<file path="config.mk">
export PLATFORM = sky130hd
export DESIGN_NAME = intr_vector_gen
export DESIGN_NICKNAME = d
export VERILOG_FILES = /design/src/rtl/ivg_pkg.sv /design/src/rtl/ivg_elig_mask.sv /design/src/rtl/ivg_prio_pick.sv /design/src/rtl/ivg_vec_addr.sv /design/src/rtl/intr_vector_gen.sv
export SDC_FILE = /design/constraint.sdc
export NUM_CORES = 1
export LEC_CHECK = 0
export BUFFER_PORTS_ARGS = -buffer_cell sky130_fd_sc_hd__clkbuf_2
export CORE_ASPECT_RATIO = 1.1
export CORE_MARGIN = 3
export CORE_UTILIZATION = 29
export CTS_CLUSTER_SIZE = 30
export DETAILED_ROUTE_END_ITERATION = 10
export HOLD_SLACK_MARGIN = 0.08
export SETUP_SLACK_MARGIN = 0.15
export SLEW_MARGIN = 20
export SYNTH_ARGS = -nofsm -noshare
export SYNTH_HDL_FRONTEND = slang
export SYNTH_HIERARCHICAL = 1
export SYNTH_SLANG_ARGS = --single-unit
</file>
<file path="constraint.sdc">
create_clock -name clk -period 4.7 [get_ports clk]
set_input_delay 0.94 -clock clk [delete_from_list [all_inputs] [get_ports clk]]
set_output_delay 0.94 -clock clk [all_outputs]
set_load 0.05 [all_outputs]
</file>
<file path="src/rtl/ivg_pkg.sv">
// Package: shared constants, class type and the fixed ranking functions
// used by the interruption vector generator. All functions are constant
// functions, usable both in generate conditions and in run-time logic.
package ivg_pkg;

    localparam int MAX_NUM = 29;                 // highest interruption number
    localparam int NUM_W   = $clog2(MAX_NUM + 1); // width of a number
    localparam int RANKS   = MAX_NUM;            // one rank per number

    typedef enum logic [1:0] {
        GRP_1 = 2'd0,
        GRP_2 = 2'd1,
        GRP_3 = 2'd2,
        GRP_4 = 2'd3
    } ivg_grp_e;

    // Class of interruption number n.
    function automatic ivg_grp_e grp_of(input int unsigned n);
        if (n == 1)
            return GRP_1;
        else if ((n >= 2 && n <= 5) || n == 29)
            return GRP_2;
        else if (n >= 23 && n <= 25)
            return GRP_4;
        else
            return GRP_3;
    endfunction

    // Rank of number n; rank 0 is serviced first.
    function automatic int unsigned prio_rank(input int unsigned n);
        if (n <= 5)
            return n - 1;
        else if (n == 29)
            return 5;
        else if (n <= 17)
            return n;
        else if (n >= 26)
            return n - 8;
        else
            return n + 3;
    endfunction

    // Inverse of prio_rank: number holding rank r.
    function automatic logic [NUM_W-1:0] num_at_rank(input int unsigned r);
        int unsigned n;
        if (r <= 4)
            n = r + 1;
        else if (r == 5)
            n = 29;
        else if (r <= 17)
            n = r;
        else if (r <= 20)
            n = r + 8;
        else
            n = r - 3;
        return NUM_W'(n);
    endfunction

endpackage

</file>
<file path="src/rtl/ivg_elig_mask.sv">
// Module: ivg_elig_mask
// Decides, per interruption number, whether its request qualifies at the
// current edge. Class 1 always qualifies, class 2 needs the boundary
// strobe, classes 3 and 4 need the end-of-execute strobe with the fault
// flag. Classes 2..4 are gated by their enable bit.
// Assumes: strobes are single-cycle and synchronous to clk.
module ivg_elig_mask
    import ivg_pkg::*;
#(
    parameter int N_SRC = MAX_NUM
) (
    input  logic [N_SRC:1] req_i,
    input  logic           cycle_start_i,
    input  logic           exec_hit_i,
    input  logic [2:0]     grp_en_i,
    output logic [N_SRC:1] elig_o
);

    // Qualifying window per class, one term each.
    logic win_g2, win_g3, win_g4;

    // Combine sampling point and enable for each maskable class.
    always_comb begin
        win_g2 = cycle_start_i & grp_en_i[0];
        win_g3 = exec_hit_i    & grp_en_i[1];
        win_g4 = exec_hit_i    & grp_en_i[2];
    end

    // One gate per source, picked by its class at elaboration.
    for (genvar n = 1; n <= N_SRC; n++) begin : g_src
        if (grp_of(n) == GRP_1) begin : g_c1
            assign elig_o[n] = req_i[n];
        end else if (grp_of(n) == GRP_2) begin : g_c2
            assign elig_o[n] = req_i[n] & win_g2;
        end else if (grp_of(n) == GRP_3) begin : g_c3
            assign elig_o[n] = req_i[n] & win_g3;
        end else begin : g_c4
            assign elig_o[n] = req_i[n] & win_g4;
        end
    end

endmodule

</file>
<file path="src/rtl/ivg_prio_pick.sv">
// Module: ivg_prio_pick
// Reorders the qualifying requests into rank order and picks the first
// set rank, then maps that rank back to its interruption number.
// Assumes: prio_rank is a bijection onto 0..N_SRC-1.
module ivg_prio_pick
    import ivg_pkg::*;
#(
    parameter int N_SRC = MAX_NUM,
    localparam int RW   = $clog2(N_SRC + 1)
) (
    input  logic [N_SRC:1]   elig_i,
    output logic             sel_valid_o,
    output logic [NUM_W-1:0] sel_num_o
);

    logic [N_SRC-1:0] ranked;
    logic [RW-1:0]    best_rank;

    // Wire each number into its rank slot.
    for (genvar n = 1; n <= N_SRC; n++) begin : g_rank
        assign ranked[prio_rank(n)] = elig_i[n];
    end

    // Find the lowest set rank (highest priority).
    always_comb begin
        best_rank = '0;
        for (int r = N_SRC - 1; r >= 0; r--) begin
            if (ranked[r])
                best_rank = RW'(r);
        end
    end

    // Present the winner as a number, zero when nothing qualifies.
    always_comb begin
        sel_valid_o = |ranked;
        sel_num_o   = sel_valid_o ? num_at_rank(int'(best_rank)) : '0;
    end

endmodule

</file>
<file path="src/rtl/ivg_vec_addr.sv">
// Module: ivg_vec_addr
// Computes the handler fetch address: base plus entry size times number.
// Assumes: ENTRY_BYTES is a power of two; base alignment is the caller's.
module ivg_vec_addr
    import ivg_pkg::*;
#(
    parameter int ADDR_W      = 32,
    parameter int ENTRY_BYTES = 32,
    localparam int SHIFT      = $clog2(ENTRY_BYTES)
) (
    input  logic [ADDR_W-1:0] base_i,
    input  logic [NUM_W-1:0]  num_i,
    output logic [ADDR_W-1:0] addr_o
);

    logic [ADDR_W-1:0] offset;

    // Scale the number to a byte offset and add the base.
    always_comb begin
        offset = {{(ADDR_W-NUM_W){1'b0}}, num_i} << SHIFT;
        addr_o = base_i + offset;
    end

endmodule

</file>
<file path="src/rtl/intr_vector_gen.sv">
// Module: intr_vector_gen (top)
// Qualifies pending interruption requests by class and sampling point,
// picks the highest-ranked, and registers a one-cycle take pulse with the
// number, class and handler address.
// Assumes: vbase_i aligned to 2 KiB; synchronous active-low reset.
module intr_vector_gen
    import ivg_pkg::*;
#(
    parameter int ADDR_W      = 32,
    parameter int ENTRY_BYTES = 32
) (
    input  logic              clk,
    input  logic              rst_n,
    input  logic [MAX_NUM:1]  req_i,
    input  logic              cycle_start_i,
    input  logic              exec_done_i,
    input  logic              exec_excp_i,
    input  logic [2:0]        grp_en_i,
    input  logic [ADDR_W-1:0] vbase_i,
    output logic              take_o,
    output logic [NUM_W-1:0]  num_o,
    output logic [1:0]        grp_o,
    output logic [ADDR_W-1:0] vaddr_o
);

    localparam int SHIFT = $clog2(ENTRY_BYTES);

    logic [MAX_NUM:1]  elig;
    logic              sel_valid;
    logic [NUM_W-1:0]  sel_num;
    logic [ADDR_W-1:0] sel_addr;
    logic              exec_hit;

    // Execution-side window: instruction finished with a fault or trap.
    always_comb exec_hit = exec_done_i & exec_excp_i;

    ivg_elig_mask #(.N_SRC(MAX_NUM)) u_elig (
        .req_i         (req_i),
        .cycle_start_i (cycle_start_i),
        .exec_hit_i    (exec_hit),
        .grp_en_i      (grp_en_i),
        .elig_o        (elig)
    );

    ivg_prio_pick #(.N_SRC(MAX_NUM)) u_pick (
        .elig_i      (elig),
        .sel_valid_o (sel_valid),
        .sel_num_o   (sel_num)
    );

    ivg_vec_addr #(.ADDR_W(ADDR_W), .ENTRY_BYTES(ENTRY_BYTES)) u_addr (
        .base_i (vbase_i),
        .num_i  (sel_num),
        .addr_o (sel_addr)
    );

    // Register the decision for exactly one cycle; zeros when idle.
    always_ff @(posedge clk) begin
        if (!rst_n) begin
            take_o  <= 1'b0;
            num_o   <= '0;
            grp_o   <= '0;
            vaddr_o <= '0;
        end else if (sel_valid) begin
            take_o  <= 1'b1;
            num_o   <= sel_num;
            grp_o   <= grp_of(int'(sel_num));
            vaddr_o <= sel_addr;
        end else begin
            take_o  <= 1'b0;
            num_o   <= '0;
            grp_o   <= '0;
            vaddr_o <= '0;
        end
    end

    // Machine check wins on the next cycle regardless of strobes.
    assert_g1_immediate_R4: assert property (@(posedge clk) disable iff (!rst_n)
        req_i[1] |=> (take_o && num_o == NUM_W'(1) && grp_o == GRP_1));

    // Class 2 only from a boundary edge with its enable set.
    assert_g2_boundary_R5: assert property (@(posedge clk) disable iff (!rst_n)
        (take_o && grp_o == GRP_2) |-> ($past(cycle_start_i) && $past(grp_en_i[0])));

    // Class 3/4 only from an execute edge with fault flagged.
    assert_g34_exec_R6: assert property (@(posedge clk) disable iff (!rst_n)
        (take_o && (grp_o == GRP_3 || grp_o == GRP_4)) |->
            ($past(exec_done_i) && $past(exec_excp_i)));

    // Masked classes never taken.
    assert_mask_respected_R8: assert property (@(posedge clk) disable iff (!rst_n)
        (take_o && grp_o == GRP_4) |-> $past(grp_en_i[2]));

    // Reported class matches the number.
    assert_class_match_R3: assert property (@(posedge clk) disable iff (!rst_n)
        take_o |-> (grp_o == grp_of(int'(num_o))));

    // Address is sampled base plus scaled number.
    assert_vaddr_R7: assert property (@(posedge clk) disable iff (!rst_n)
        take_o |-> (vaddr_o == $past(vbase_i) +
                    ({{(ADDR_W-NUM_W){1'b0}}, num_o} << SHIFT)));

    // Idle outputs are all zero.
    assert_idle_zero_R9: assert property (@(posedge clk) disable iff (!rst_n)
        !take_o |-> (num_o == '0 && grp_o == '0 && vaddr_o == '0));

endmodule

</file>
; ---- Word level (Yosys, flattened, before mapping)
; Index checks and enable logic that the tools add are counted.
[op_classes]
add_sub_neg = 4
mul = 0
n_div = 0
magnitude_cmp = 7
eq_ne = 3
shift = 0
mux = 37
bitwise_logic = 34
reduce_logical = 7
[op_table]
columns = cell, count
row1 = $mux W5, 34
row2 = $add A32 B10 Y32, 1
row3 = $and A1 B1 Y1, 32
row4 = $reduce_or A29 Y1, 1
row5 = $le A5 B5 Y1 const B, 3
row6 = $le A5 B3 Y1 const B, 2
row7 = $add A5 B1 Y5 const B, 1
row8 = $add A5 B4 Y5 const B, 1
row9 = $eq A5 B1 Y1 const B, 1
row10 = $eq A5 B3 Y1 const B, 1
row11 = $eq A5 B5 Y1 const B, 1
row12 = $ge A5 B2 Y1 const B, 1
row13 = $ge A5 B5 Y1 const B, 1
row14 = $sub A5 B2 Y5 const B, 1
row15 = $reduce_or A4 Y1, 1
row16 = $mux W1, 3
row17 = $reduce_or A3 Y1, 1
row18 = $logic_and A1 B1 Y1, 2
row19 = $not A1 Y1, 2
row20 = $reduce_and A2 Y1, 1
row21 = $logic_or A1 B1 Y1, 1
[totals]
reg_bits = 40
latch_bits = 0
ramBits = 0
romBits = 0
in_bits = 69
out_inout_bits = 40
wordCells = 97
n_memories = 0

; ---- Depth between registers and ports, before layout
[depth]
depth_word = 42
ltp_mapped = 24
depth_no_buf = 22

; ---- By module
; Netlist, hierarchy kept.
[modules_own_cells]
columns = mod, instances, cells_each, area_each_um2, seq_area_each_um2
row1 = intr_vector_gen, 1, 100, 1146.1, 800.8
row2 = ivg_prio_pick, 1, 105, 725.7, 0.0
row3 = ivg_vec_addr, 1, 94, 700.7, 0.0
row4 = ivg_elig_mask, 1, 33, 219.0, 0.0

; ---- Least setup slack after synthesis
; No wires, ideal clock.
[synth_timing]
path_type = input to register
startpoint = input port exec_done_i
endpoint = register vaddr_o[23]
setup_time_ps = 116
t_arrival_ps = 4940
required_ps = 4584
path_slack_ps = -356
cell_stages = 22
n_path_buf = 2
path_cell_list = and2_1 > buf_6 > and3_1 > nand2b_1 > a221oi_1 > o211ai_1 > a221oi_1 > o21ba_2 > inv_1 > ha_1 > or3_1 > a2bb2oi_1 > a21oi_1 > a41o_1 > inv_1 > fa_1 > nor2b_1 > o31a_1 > buf_2 > o2111ai_1 > xnor2_1 > and3_1
[synth_between]
elab_cells_between_ends = 70
cone_classes = add/sub (4) / order compare (3) / eq/ne (1) / mux (34) / bitwise (26) / reduce/logical (2)
[synth_rtl]
columns = item, line_no
row1 = "start, declared", intr_vector_gen.sv:16  ; input logic exec_done_i,
row2 = $and A1 B1 Y1 (*), intr_vector_gen.sv:35  ; always_comb exec_hit = exec_done_i & exec_excp_i;
row3 = $and A1 B1 Y1 (*), ivg_elig_mask.sv:26  ; win_g4 = exec_hit_i & grp_en_i[2];
row4 = $and A1 B1 Y1 (*), ivg_elig_mask.sv:38  ; assign elig_o[n] = req_i[n] & win_g4;
row5 = "named net elig, one bit", intr_vector_gen.sv:28  ; logic [MAX_NUM:1] elig;
row6 = $mux W5 (27 in series), ivg_prio_pick.sv:28  ; if (ranked[r])
row7 = "$sub A5 B2 Y5, or another cell as far along", ivg_pkg.sv:55  ; n = r - 3;
row8 = $mux W5, ivg_pkg.sv:52  ; else if (r <= 20)
row9 = $mux W5, ivg_pkg.sv:50  ; else if (r <= 17)
row10 = $mux W5, ivg_pkg.sv:48  ; else if (r == 5)
row11 = $mux W5, ivg_pkg.sv:46  ; if (r <= 4)
row12 = $mux W5 (*), ivg_prio_pick.sv:36  ; sel_num_o = sel_valid_o ? num_at_rank(int'(best_rank)) : '0;
row13 = named net sel_num[1], intr_vector_gen.sv:30  ; logic [NUM_W-1:0] sel_num;
row14 = $add A32 B10 Y32 (*), ivg_vec_addr.sv:21  ; addr_o = base_i + offset;
row15 = named net sel_addr[23], intr_vector_gen.sv:31  ; logic [ADDR_W-1:0] sel_addr;
row16 = "end signal, assigned", intr_vector_gen.sv:68  ; vaddr_o <= sel_addr;
row17 = "end, declared", intr_vector_gen.sv:23  ; output logic [ADDR_W-1:0] vaddr_o
; Mark *: on every way through the listed nets, which the timed path passes. The rest lies on a longest branch.
; A chain may end at the register's enable or synchronous reset.

; ---- Final worst setup path
[layout_timing]
startpoint = input port exec_excp_i
endpoint = register vaddr_o[17]
[layout_between]
elab_cells_between_ends = 70
cone_classes = add/sub (4) / order compare (3) / eq/ne (1) / mux (34) / bitwise (26) / reduce/logical (2)
[layout_rtl]
columns = item, line_no
row1 = "start, declared", intr_vector_gen.sv:17  ; input logic exec_excp_i,
row2 = $and A1 B1 Y1 (*), intr_vector_gen.sv:35
row3 = named net exec_hit, intr_vector_gen.sv:32  ; logic exec_hit;
row4 = $and A1 B1 Y1 (*), ivg_elig_mask.sv:25  ; win_g3 = exec_hit_i & grp_en_i[1];
row5 = $and A1 B1 Y1 (*), ivg_elig_mask.sv:36  ; assign elig_o[n] = req_i[n] & win_g3;
row6 = "named net elig, one bit", intr_vector_gen.sv:28
row7 = $mux W5 (18 in series), ivg_prio_pick.sv:28
row8 = "$sub A5 B2 Y5, or another cell as far along", ivg_pkg.sv:55
row9 = $mux W5, ivg_pkg.sv:52
row10 = $mux W5, ivg_pkg.sv:50
row11 = $mux W5, ivg_pkg.sv:48
row12 = $mux W5, ivg_pkg.sv:46
row13 = $mux W5 (*), ivg_prio_pick.sv:36
row14 = named net sel_num[0], intr_vector_gen.sv:30
row15 = $add A32 B10 Y32 (*), ivg_vec_addr.sv:21
row16 = named net sel_addr[17], intr_vector_gen.sv:31
; Marked as above.

==> flow_summary.yaml <==
logic_synthesis:
  syn_area_mm2: 0.002791
  synth_cell_type_count: 64
  synth_cells: 332
  post-synth-top-count-cell: "and3_1"
  ys.warnings.count: 6
  yosys_register_bits: 40
  synth_edf_count: 0
  ys.flop_type: "dfxtp_1"
  synth_area_leader_cell: "dfxtp_1"
  synth_commonest_cells: "and3_1 (64), dfxtp_1 (40), xnor2_1 (24), nor2_1 (23), inv_1 (15)"
  synth_top_cell_area_share_pct: 28.69
  mappedNetlistNets: 410
  async_flop_share_pct: 0
  synth.area.top_cells: "dfxtp_1 (29%), and3_1 (14%), xnor2_1 (7.5%)"
  syn_area_per_cell_um2: 8.408
  synth_seq_area_share_pct: 28.69
placement:
  gp_congestion: 0.8619
  portBuffers: 108
  postPlaceCellArea_mm2: 0.003887
  dp_cells: 588
  dp_hpwl_mm: 6.338
job:
  drv_cap: 0
critical_path:
  crit_type: "primary input to register"
  arrival_ns: 4.95
  start_kind: "primary input"
  end_kind: "register"
  crit_fanout: 6
  cp_data_required_time_ns: 4.94
timing:
  worst_slew_pin_slew_ns: 0.5568
  finalCritPeriodShare_pct: 100.3
  slew_viol_final: 0
  fin_ws_ns: -0.01464
  fmax_mhz: 212.1
  rsz0062_at_grt: "true"
  setup_viol: 4
  whs_ns: 0.8769
  max-slew-margin-rel_pct: 62.88
  post-route-min-period_ns: 4.715
  finalHoldViolCount: 0
grt:
  antenna_found_initial: 0
  grt_pass1_vias: 2990
  track_usage_pct: 14.81
  grt-ovfl-total: 0
  grt_pass1_wl_mm: 13.33
  grt_max_degree: 37
clock_network:
  tritoncts: "built"
  numCtsBuffers: 5
  cts_buffer_depth: 2
  cts_htree_levels: 2
  clock-sinks: 40
  cts_hold_buf: 0
  path_clk_slew_ns: 0.09
  root_buffer: "clkbuf_8"
power_and_ir_drop:
  total_power_w: 0.001236
  p_clk_share_pct: 22.6
  power_per_cell_area_mw_per_mm2: 285.7
  p_sw_w: 0.0004621
  seqPwrFrac_pct: 31.0
  ir_drop_uv: 146.9
  swShare_pct: 37.38
  p_leak_nw: 2.102
  internal_power_w: 0.0007741
  combPwrFrac_pct: 46.4
detailed_routing:
  viasPerCell: 5.018
  top_layer: "met4"
  antenna_left: 0
  met2_length_mm: 4.059
  wl_mm: 8.267
  dr.first_iter.drc_count: 80
  vias: 3066
  routedWlPerCell_um: 13.53
  wl_met1_mm: 3.578
  drc: 0
  firstDrtPassIters: 4
  wl_met3_um: 451
floorplanning:
  design.die.area_mm2: 0.01084
  ios: 109
  core_area_mm2: 0.009099
  chipWidth_um: 99.55
  dieHeight_um: 108.9
  fp-row-count: 36
  start_util_pct: 30.68
final_layout:
  instances_no_fill: 611
  drive_above_1_share_pct: 49.50
  fin_area_mm2: 0.004327
  area_growth_pct: 55.00
  num-fill-cells: 894
  final_core_util_pct: 47.55
  nets: 574
  num_antenna_cells: 0
run_status:
  outcome: "finished, violations left"
  violations: "negative setup slack"
min_path:
  hp-class: "primary input to register"
## kinds of logic (layout without fill, tap and decap cells)
logic type      count (synthesis)  in the layout  share of synthesized area, %
simple gates                  161            164                         36.35
flops                          40             40                         28.69
compound gates                 62             62                         16.58
buf+inv                        36            198                         6.544
fa+ha+maj                       9              9                         4.303
xor+xnor                       24             24                         7.530
## per-stage QoR
stage / setup slack [ns] / TNS, ns
6_report: -0.01464 / -0.03951
3_5_place_dp: -0.3357 / -4.541
3_3_place_gp: -0.2052 / -2.884
2_1_floorplan: -0.08480 / -0.4934
4_1_cts: 0.07167 / 0
5_1_grt: -0.2042 / -2.439
## area by class of cell
type | instances | area [um2] | area share [%]
Timing Repair Buffer | 175 | 1111 | 25.68
Inverter | 15 | 56.30 | 1.301
Tap cell | 114 | 142.6 | 3.297
Sequential cell | 40 | 800.8 | 18.51
Multi-Input combinational cell | 259 | 2108 | 48.73
Clock inverter | 2 | 35.03 | 0.8097
Clock buffer | 6 | 72.57 | 1.677
## routing by layer
layer,vias to the layer above,track usage (%)
met4,0,5.171
li1,1561,-
met5,-,0
met3,16,2.111
met2,93,26.34
met1,1396,18.22
## worst max-delay path, stage by stage
cell and delay (ns):
buf_8 0.10, and2_4 0.17, buf_6 0.12, and3_4 0.17, or3_4 0.37, o211ai_1 0.23
a221oi_2 0.11, o21ba_4 0.26, ha_4 0.17, or3_4 0.40, a2bb2oi_4 0.15, nand3b_1 0.10
a21boi_2 0.07, ha_2 0.18, inv_2 0.05, fa_2 0.20, nor2b_2 0.05, o31a_1 0.33
buf_6 0.15, buf_16 0.12, o211ai_1 0.20, xnor2_1 0.13, and3_1 0.15
## worst paths after layout
check	cells past startpoint	end	start	slack [ns]
worst max-delay path	23	vaddr_o[17]	exec_excp_i	-0.01
worst min-delay path	2	vaddr_o[0]	vbase_i[0]	0.88
## registers in the layout, indices dropped and copies added, names as in the netlist
| register | cells |
|---|---|
| num_o | 5 |
| vaddr_o | 32 |
| take_o | 1 |
| grp_o | 2 |
## cells in the final DEF, fill, tap and decap left out, types with 3 or more instances in the layout
| cell type | count |
|---|---|
| clkbuf_8 | 5 |
| clkbuf_2 | 105 |
| or4_4 | 3 |
| and4_1 | 4 |
| a21o_1 | 4 |
| and2_2 | 3 |
| o21ai_0 | 5 |
| nor2_1 | 22 |
| nor4_1 | 4 |
| nand2_1 | 13 |
| o211ai_1 | 8 |
| nor2b_1 | 3 |
| or4_1 | 3 |
| nand3_1 | 6 |
| ha_1 | 4 |
| a21oi_2 | 3 |
| o21ai_2 | 3 |
| inv_2 | 4 |
| inv_1 | 11 |
| and3_1 | 58 |
| buf_6 | 5 |
| xnor2_1 | 24 |
| buf_4 | 60 |
| a31oi_1 | 3 |
| and3_2 | 3 |
| ha_4 | 3 |
| and3_4 | 6 |
| dfxtp_1 | 40 |
| nand4_1 | 7 |
| nor4_4 | 3 |
| a21oi_1 | 4 |
## power by group through the flow
stage               clock (W)  sequential (W)  combinational (W)
floorplan                   0        0.000514           0.000220
global placement            0        0.000391           0.000510
detailed placement          0        0.000392           0.000513
global route         0.000299        0.000387           0.000620
CTS                  0.000289        0.000384           0.000545
finish               0.000279        0.000383           0.000574
## timing repair
item                       in CTS  in global routing
setup buffers                   7                  3
setup endpoints to repair      11                 24
pin swaps                      29                 16
gates cloned                    3                  2
resized for setup              19                 25
Note: power is estimated with default switching activity, not from simulation.
